==> src/rtl/mbx_pkg.sv <==
package mbx_pkg;
  typedef enum logic [1:0] {
    DB_NONE = 2'd0,
    DB_PUT  = 2'd1,
    DB_CLR  = 2'd2,
    DB_SET  = 2'd3
  } db_op_e;

  localparam int unsigned MSG_WAIT_BIT   = 0;
  localparam int unsigned EV_RSP_READY   = 0;
  localparam int unsigned EV_MSG_TAKEN   = 1;
  localparam int unsigned EV_STOP_EXIT   = 2;
  localparam int unsigned EV_ENG_RESET   = 3;
  localparam int unsigned EV_PASSTHRU    = 4;
  localparam int unsigned EV_TIMER_FIRED = 14;
endpackage

==> src/rtl/mbx_addr_decode.sv <==
module mbx_addr_decode
  import mbx_pkg::*;
#(
  parameter int ADDR_W    = 8,
  parameter int NSLOT     = 4,
  parameter int DATA_BASE = 'h50,
  parameter int EDB_BASE  = 'h60,
  parameter int HDB_BASE  = 'h63,
  localparam int SLOT_W   = $clog2(NSLOT)
) (
  input  logic [ADDR_W-1:0] addr,
  output logic              hit_cmd,
  output logic              hit_rsp,
  output logic [SLOT_W-1:0] slot,
  output logic              hit_edb,
  output logic              hit_hdb,
  output db_op_e            op
);
  localparam logic [ADDR_W:0] DLO = (ADDR_W+1)'(DATA_BASE);
  localparam logic [ADDR_W:0] DHI = (ADDR_W+1)'(DATA_BASE + 2*NSLOT);
  localparam logic [ADDR_W:0] ELO = (ADDR_W+1)'(EDB_BASE);
  localparam logic [ADDR_W:0] HLO = (ADDR_W+1)'(HDB_BASE);

  logic [ADDR_W:0] a_ext;
  logic [ADDR_W:0] off;
  logic            in_data;

  assign a_ext   = {1'b0, addr};
  assign off     = a_ext - DLO;
  assign in_data = (a_ext >= DLO) && (a_ext < DHI);
  assign hit_cmd = in_data && !off[SLOT_W];
  assign hit_rsp = in_data &&  off[SLOT_W];
  assign slot    = off[SLOT_W-1:0];

  always_comb begin
    hit_edb = 1'b0;
    hit_hdb = 1'b0;
    op      = DB_NONE;
    for (int k = 0; k < 3; k++) begin
      if (a_ext == ELO + (ADDR_W+1)'(k)) begin
        hit_edb = 1'b1;
        op      = db_op_e'(2'(k + 1));
      end
      if (a_ext == HLO + (ADDR_W+1)'(k)) begin
        hit_hdb = 1'b1;
        op      = db_op_e'(2'(k + 1));
      end
    end
  end
endmodule

==> src/rtl/mbx_data_bank.sv <==
module mbx_data_bank #(
  parameter int W       = 64,
  parameter int N       = 4,
  localparam int SLOT_W = $clog2(N)
) (
  input  logic                clk,
  input  logic                rst_n,
  input  logic                we,
  input  logic [SLOT_W-1:0]   slot,
  input  logic [W-1:0]        wdata,
  output logic [N-1:0][W-1:0] q
);
  for (genvar i = 0; i < N; i++) begin : g_slot
    always_ff @(posedge clk) begin
      if (!rst_n)
        q[i] <= '0;
      else if (we && slot == SLOT_W'(i))
        q[i] <= wdata;
    end
  end
endmodule

==> src/rtl/mbx_doorbell.sv <==
module mbx_doorbell
  import mbx_pkg::*;
#(
  parameter int W = 64
) (
  input  logic         clk,
  input  logic         rst_n,
  input  db_op_e       e_op,
  input  logic [W-1:0] e_data,
  input  db_op_e       h_op,
  input  logic [W-1:0] h_data,
  output logic [W-1:0] q
);
  function automatic logic [W-1:0] apply(input logic [W-1:0] cur,
                                         input db_op_e op,
                                         input logic [W-1:0] d);
    case (op)
      DB_PUT:  return d;
      DB_CLR:  return cur & d;
      DB_SET:  return cur | d;
      default: return cur;
    endcase
  endfunction

  logic [W-1:0] after_eng;
  assign after_eng = apply(q, e_op, e_data);

  always_ff @(posedge clk) begin
    if (!rst_n) q <= '0;
    else        q <= apply(after_eng, h_op, h_data);
  end
endmodule

==> src/rtl/doorbell_mailbox.sv <==
module doorbell_mailbox
  import mbx_pkg::*;
#(
  parameter int DATA_W    = 64,
  parameter int ADDR_W    = 8,
  parameter int NSLOT     = 4,
  parameter int DATA_BASE = 'h50,
  parameter int EDB_BASE  = 'h60,
  parameter int HDB_BASE  = 'h63
) (
  input  logic              clk,
  input  logic              rst_n,
  input  logic              h_req,
  input  logic              h_we,
  input  logic [ADDR_W-1:0] h_addr,
  input  logic [DATA_W-1:0] h_wdata,
  output logic [DATA_W-1:0] h_rdata,
  input  logic              e_req,
  input  logic              e_we,
  input  logic [ADDR_W-1:0] e_addr,
  input  logic [DATA_W-1:0] e_wdata,
  output logic [DATA_W-1:0] e_rdata,
  output logic              h_irq,
  output logic              e_irq
);
  localparam int SLOT_W = $clog2(NSLOT);

  logic              h_cmd, h_rsp, h_edb, h_hdb;
  logic              e_cmd, e_rsp, e_edb, e_hdb;
  logic [SLOT_W-1:0] h_slot, e_slot;
  db_op_e            h_op, e_op;

  mbx_addr_decode #(.ADDR_W(ADDR_W), .NSLOT(NSLOT), .DATA_BASE(DATA_BASE),
                    .EDB_BASE(EDB_BASE), .HDB_BASE(HDB_BASE)) h_dec_i (
    .addr(h_addr), .hit_cmd(h_cmd), .hit_rsp(h_rsp), .slot(h_slot),
    .hit_edb(h_edb), .hit_hdb(h_hdb), .op(h_op));

  mbx_addr_decode #(.ADDR_W(ADDR_W), .NSLOT(NSLOT), .DATA_BASE(DATA_BASE),
                    .EDB_BASE(EDB_BASE), .HDB_BASE(HDB_BASE)) e_dec_i (
    .addr(e_addr), .hit_cmd(e_cmd), .hit_rsp(e_rsp), .slot(e_slot),
    .hit_edb(e_edb), .hit_hdb(e_hdb), .op(e_op));

  logic h_wr, e_wr, h_rd, e_rd;
  assign h_wr = h_req &&  h_we;
  assign e_wr = e_req &&  e_we;
  assign h_rd = h_req && !h_we;
  assign e_rd = e_req && !e_we;

  logic [NSLOT-1:0][DATA_W-1:0] cmd_q, rsp_q;

  mbx_data_bank #(.W(DATA_W), .N(NSLOT)) cmd_bank_i (
    .clk(clk), .rst_n(rst_n), .we(h_wr && h_cmd), .slot(h_slot),
    .wdata(h_wdata), .q(cmd_q));

  mbx_data_bank #(.W(DATA_W), .N(NSLOT)) rsp_bank_i (
    .clk(clk), .rst_n(rst_n), .we(e_wr && e_rsp), .slot(e_slot),
    .wdata(e_wdata), .q(rsp_q));

  logic [DATA_W-1:0] edb_q, hdb_q;

  mbx_doorbell #(.W(DATA_W)) edb_i (
    .clk(clk), .rst_n(rst_n),
    .e_op((e_wr && e_edb) ? e_op : DB_NONE), .e_data(e_wdata),
    .h_op((h_wr && h_edb) ? h_op : DB_NONE), .h_data(h_wdata),
    .q(edb_q));

  mbx_doorbell #(.W(DATA_W)) hdb_i (
    .clk(clk), .rst_n(rst_n),
    .e_op((e_wr && e_hdb) ? e_op : DB_NONE), .e_data(e_wdata),
    .h_op((h_wr && h_hdb) ? h_op : DB_NONE), .h_data(h_wdata),
    .q(hdb_q));

  function automatic logic [DATA_W-1:0] rd_mux(
      input logic c, input logic r, input logic [SLOT_W-1:0] s,
      input logic ed, input logic hd,
      input logic [NSLOT-1:0][DATA_W-1:0] cq,
      input logic [NSLOT-1:0][DATA_W-1:0] rq,
      input logic [DATA_W-1:0] eq, input logic [DATA_W-1:0] hq);
    if (c)  return cq[s];
    if (r)  return rq[s];
    if (ed) return eq;
    if (hd) return hq;
    return '0;
  endfunction

  always_ff @(posedge clk) begin
    if (!rst_n) begin
      h_rdata <= '0;
      e_rdata <= '0;
    end else begin
      if (h_rd)
        h_rdata <= rd_mux(h_cmd, h_rsp, h_slot, h_edb, h_hdb, cmd_q, rsp_q, edb_q, hdb_q);
      if (e_rd)
        e_rdata <= rd_mux(e_cmd, e_rsp, e_slot, e_edb, e_hdb, cmd_q, rsp_q, edb_q, hdb_q);
    end
  end

  assign e_irq = edb_q[DATA_W-1-MSG_WAIT_BIT];
  assign h_irq = |hdb_q;
endmodule

==> config.mk <==
export PLATFORM = sky130hd
export DESIGN_NAME = doorbell_mailbox
export DESIGN_NICKNAME = d
export VERILOG_FILES = /design/src/rtl/mbx_pkg.sv /design/src/rtl/mbx_addr_decode.sv /design/src/rtl/mbx_data_bank.sv /design/src/rtl/mbx_doorbell.sv /design/src/rtl/doorbell_mailbox.sv
export SDC_FILE = /design/constraint.sdc
export NUM_CORES = 2
export LEC_CHECK = 0
export ABC_AREA = 1
export BUFFER_PORTS_ARGS = -buffer_cell sky130_fd_sc_hd__buf_2
export CAP_MARGIN = 20
export CORE_ASPECT_RATIO = 1.75
export CORE_MARGIN = 1.5
export CORE_UTILIZATION = 52
export CTS_CLUSTER_DIAMETER = 200
export DETAILED_ROUTE_END_ITERATION = 6
export PLACE_DENSITY_LB_ADDON = 0.08
export RECOVER_POWER = 50
export SYNTH_ARGS = -nofsm -noshare
export SYNTH_HDL_FRONTEND = slang
export SYNTH_SLANG_ARGS = --single-unit
==> constraint.sdc <==
create_clock -name clk -period 2.02 [get_ports clk]
set_input_delay 0.202 -clock clk [delete_from_list [all_inputs] [get_ports clk]]
set_output_delay 0.202 -clock clk [all_outputs]
set_load 0.005 [all_outputs]
# After elaboration in Yosys (flattened, before gate mapping)
# Index checks and enable logic that the tools add are counted.
# word_totals
wordCells,181
reg_bits,768
in_bits,150
out_inout_bits,130
# op_classes
n_lt_le_gt_ge,6
n_bitwise,8
n_addsub,2
n_reduce_logical,31
eq_ne,30
n_mux,92
# op_table
op,count
$mux W64,20
$pmux W64 S3,4
$bmux W64 S2,4
$and A64 B64 Y64,4
$or A64 B64 Y64,4
$eq A8 B7 Y1 const B,12
$reduce_or A64 Y1,1
$mux W1,52
$eq A2 B2 Y1 const B,12
$logic_and A1 B1 Y1,24
$mux W2,12
$ge A8 B7 Y1 const B,2
$lt A8 B7 Y1 const B,2
$eq A2 B1 Y1 const B,6
$lt A2 B3 Y1 const B,2
$sub A3 B1 Y3 const B,2
$logic_not A1 Y1,4
$logic_not A2 Y1,2

# Logic depth before layout (Yosys ltp)
# depth
word_depth,22
depth_mapped,13

# Hierarchy
# A second synthesis with hierarchy kept.
# hier_totals
hier_cells,8322
hier_area_um2,47598.2
# modules_own_cells
module,area_per_inst_um2,instances,cells_per_inst
mbx_data_bank,10578.9,2,1640
doorbell_mailbox,16936.2,1,3296
mbx_doorbell,4566.9,2,832
mbx_addr_decode,185.2,2,41

# Worst setup path after synthesis
# Ideal clock, no wire load.
# synth_timing
path_type,input port to flip-flop
start,in e_addr[5]
end,reg rsp_bank_i.q[183] (netlist name)
stages,11
required_ns,1.892
path_slack_ns,0.380
arrival_time_ns,1.512
setup_ns,0.128
path_cell_list,nor3_1 > nand3_1 > nor2_2 > inv_2 > nor2_2 > buf_4 > nand2_1 > buf_2 > clkbuf_1 > o21ai_0 > a21oi_1
# synth_via
elab_chain_cells,5
word_cells_on_any_way,6
classes_between,order compare (2); reduce/logical (4)
# synth_rtl
item,line,source
from (decl),doorbell_mailbox.sv:20,"input logic [ADDR_W-1:0] e_addr,"
$ge A8 B7 Y1 / $lt A8 B7 Y1 (equally long branches),mbx_addr_decode.sv:30,assign in_data = (a_ext >= DLO) && (a_ext < DHI);
$logic_and A1 B1 Y1 *,mbx_addr_decode.sv:30,
$logic_and A1 B1 Y1 *,mbx_addr_decode.sv:32,assign hit_rsp = in_data && off[SLOT_W];
$logic_and A1 B1 Y1 *,doorbell_mailbox.sv:56,".clk(clk), .rst_n(rst_n), .we(e_wr && e_rsp), .slot(e_slot),"
$logic_and A1 B1 Y1 *,mbx_data_bank.sv:17,else if (we && slot == SLOT_W'(i))
"to (signal, indexed assignment)",mbx_data_bank.sv:18,q[i] <= wdata;
to (decl),mbx_data_bank.sv:11,output logic [N-1:0][W-1:0] q
# Mark *: on every way between the ends. The rest lies on a longest branch, timed or not.
# A chain may end at the register's enable or synchronous reset.

# Final worst setup path
# layout_timing
start,reg hdb_i.q[57]
end,out h_irq
# layout_via
elab_chain_cells,1
# layout_rtl
item,line,source
from (decl),mbx_doorbell.sv:12,output logic [W-1:0] q
from (signal assigned),mbx_doorbell.sv:30,"else q <= apply(after_eng, h_op, h_data);"
$reduce_or A64 Y1,doorbell_mailbox.sv:99,assign h_irq = |hdb_q;
to (decl),doorbell_mailbox.sv:23,"output logic h_irq,"
# No other way between the ends.

==> out/qor.yml <==
run_status:
  status: "complete, but fails checks"
  violations: "design-rule violations, negative setup slack"
clock_tree:
  htreeDepth: 3
  cts_buffers: 74
  cts_tree: "built"
  root_buffer: "clkbuf_16"
  clkTransAtPathRegs_ns: 0.07
  worstSkewPairLatency_ns: 0.66
  max-clock-path-buffers: 3
  clock-sinks: 768
synthesis:
  postSynth.asyncResetShare: 0
  ys.flop_type: "dfxtp_1"
  syn-cell-area_um2: 37400
  ys_ff_latch: 768
  synth_area_leaders: "dfxtp_1 (41%), o21ai_0 (11%), nand2_1 (10%)"
  synthCells: 5463
  syn_nets: 5613
  synth_edf_count: 0
  ys_seq_area_frac: 0.4110
  ys_warn_count: 0
  synth.largest_area_cell: "dfxtp_1"
  syn_area_per_cell_um2: 6.847
  yosysUniqueCellTypes: 33
  post-synth-top-area-fraction: 0.4110
placement:
  dp_cells: 6485
  placed_cell_area_um2: 41720
  io_buffers: 279
  post-dp-hpwl_um: 114600
  gp_congestion: 0.9746
timing:
  rsz0062_at_grt: "true"
  fmax_mhz: 407.0
  finalHoldViolCount: 0
  drv_slew: 0
  finalCritPeriodShare: 1.216
  slew_headroom: 0.2269
  finalSetupViolCount: 145
  fin_crit_ns: 2.457
  tightestPinTransition_ns: 1.160
  timing.hold.ws_ns: 0.09351
  skew_ns: 0.01574
  layout_setup_ws_ns: -0.4371
hold_path:
  min_path_type: "input port to flop"
worst_setup_path:
  worstSetupPathType: "flop to output port"
  cp_data_required_time_ns: 1.82
  worstPathMaxFanout: 4
  end_kind: "output port"
  worst_ep_arrival_time_ns: 2.26
  start_kind: "flop"
floorplan:
  num_rows: 129
  die-height_um: 357.8
  boundaryPins: 280
  die_w_um: 205.7
  fp.coreArea_um2: 71020
  start_util: 0.5267
  die_area_um2: 73610
pwr:
  ir_drop_uv: 631.2
  power_leakage_nw: 16.19
  power_density_nw_per_um2: 722.7
  power.total_mw: 32.85
flow_run:
  max-cap-violations: 0
detailed_routing:
  finalWirelength_um: 175100
  drt_iter0_markers: 6015
  wl_per_cell_um: 25.76
  drc_errors: 8
  drtAntennaViolNets: 0
  vias: 43811
  dr.pass1.iters: 7
  viasPerCell: 6.446
final_layout:
  fillerInstances: 6645
  drive_above_1_share: 0.1145
  final_common_cell: "nand2_1"
  design_area_um2: 45460
  instances_no_fill: 6797
  areaGrowthSynthToFinish_pct: 21.54
  nNetsFinal: 5957
  final_cell_mix: "nand2_1 (988), o21ai_0 (848), dfxtp_1 (763), a21oi_1 (587), inv_1 (514)"
global_routing:
  antenna_found_initial: 18
  overflow: 0
  grt_pass1_wl_um: 255600
  grt_usage: 0.4642
  grt_max_degree: 124
  grt_pass1_vias: 41036
[worst max-delay path: stages, from the launching register on]
cell and delay [ns]:
dfxtp_1 0.36, inv_1 0.27, nand4_1 0.28, nor4_4 0.41, nand3_4 0.14, buf_6 0.14
[layer usage]
layer	wire [um]	up-vias	track usage
met4	17570	4	0.4035
met5	22	-	0
met2	76990	3340	0.7242
met3	21190	1056	0.1038
li1	-	19433	-
met1	59320	19978	0.5344
[registers in the layout, summed over array words and instances, names as in the netlist]
register / count
hdb_i.q: 64
rsp_bank_i.q: 256
cmd_bank_i.q: 256
h_rdata: 64
edb_i.q: 64
e_rdata: 64
[cell usage after synthesis, types with 8 or more instances]
cell / number
dfxtp_1: 768
nand2_1: 996
o22ai_1: 296
o2111ai_1: 30
o221ai_1: 12
inv_2: 14
buf_1: 41
a31oi_1: 102
inv_1: 522
o211ai_1: 79
nor2_1: 336
clkbuf_1: 332
nor2_2: 8
a21oi_1: 587
buf_2: 84
a41oi_1: 30
o21ai_1: 39
a22oi_1: 64
nand3_1: 144
nand4_1: 100
o21ai_0: 846
[kinds of logic (layout without fill, tap and decap cells)]
family	count (synthesis)	in the layout	share of synthesized area
AOI/OAI and AO/OA	2086	2086	0.3093
buffers and inverters	999	1397	0.1036
DFF	768	768	0.4110
other	0	19	0
and+or+nand+nor	1610	1610	0.1761
[cell type report]
cell class	count	area, um^2	share of cell area
tap	917	1147	0.02524
inverter	537	2034	0.04475
clock buffer	112	2301	0.05062
multi-input combinational	3696	18370	0.4041
sequential	768	15390	0.3385
clock inverter	18	196.4	0.004321
timing repair buffer	730	5977	0.1315
antenna	19	47.55	0.001046
[metrics by stage]
stage / setup TNS, ns / utilization / setup slack, ns
floorplan: 0 / - / 0.3798
global placement: -1.001 / 0.5874 / -0.03803
detailed placement: -3.352 / 0.5874 / -0.08514
CTS: -0.4229 / 0.6456 / -0.4229
global route: -35.42 / 0.6399 / -0.4817
finish: -11.92 / 0.6401 / -0.4371
[what timing repair did]
action,CTS,global route
hold buffers,159,0
pin swaps,1,5
setup buffers,0,2
resized for setup,12,28
endpoints found under the setup margin,1,28
hold endpoints to repair,634,0
gates cloned,0,2
[path summary, 6_finish.rpt]
| path | endpoint | from | cells after the start | slack (ns) |
|---|---|---|---|---|
| worst max register to register | edb_i.q[63] | edb_i.q[63] | 5 | 0.48 |
| worst min register to register | h_rdata[11] | h_rdata[11] | 2 | 0.46 |
| worst max-delay path | h_irq | hdb_i.q[57] | 5 | -0.44 |
| worst min-delay path | h_rdata[17] | h_we | 5 | 0.09 |
[power by group]
part           switching (mW)  internal, mW
clock network            6.37          8.36
registers               0.107          15.3
logic                    1.93         0.823
Note: power is estimated with default switching activity, not from simulation.
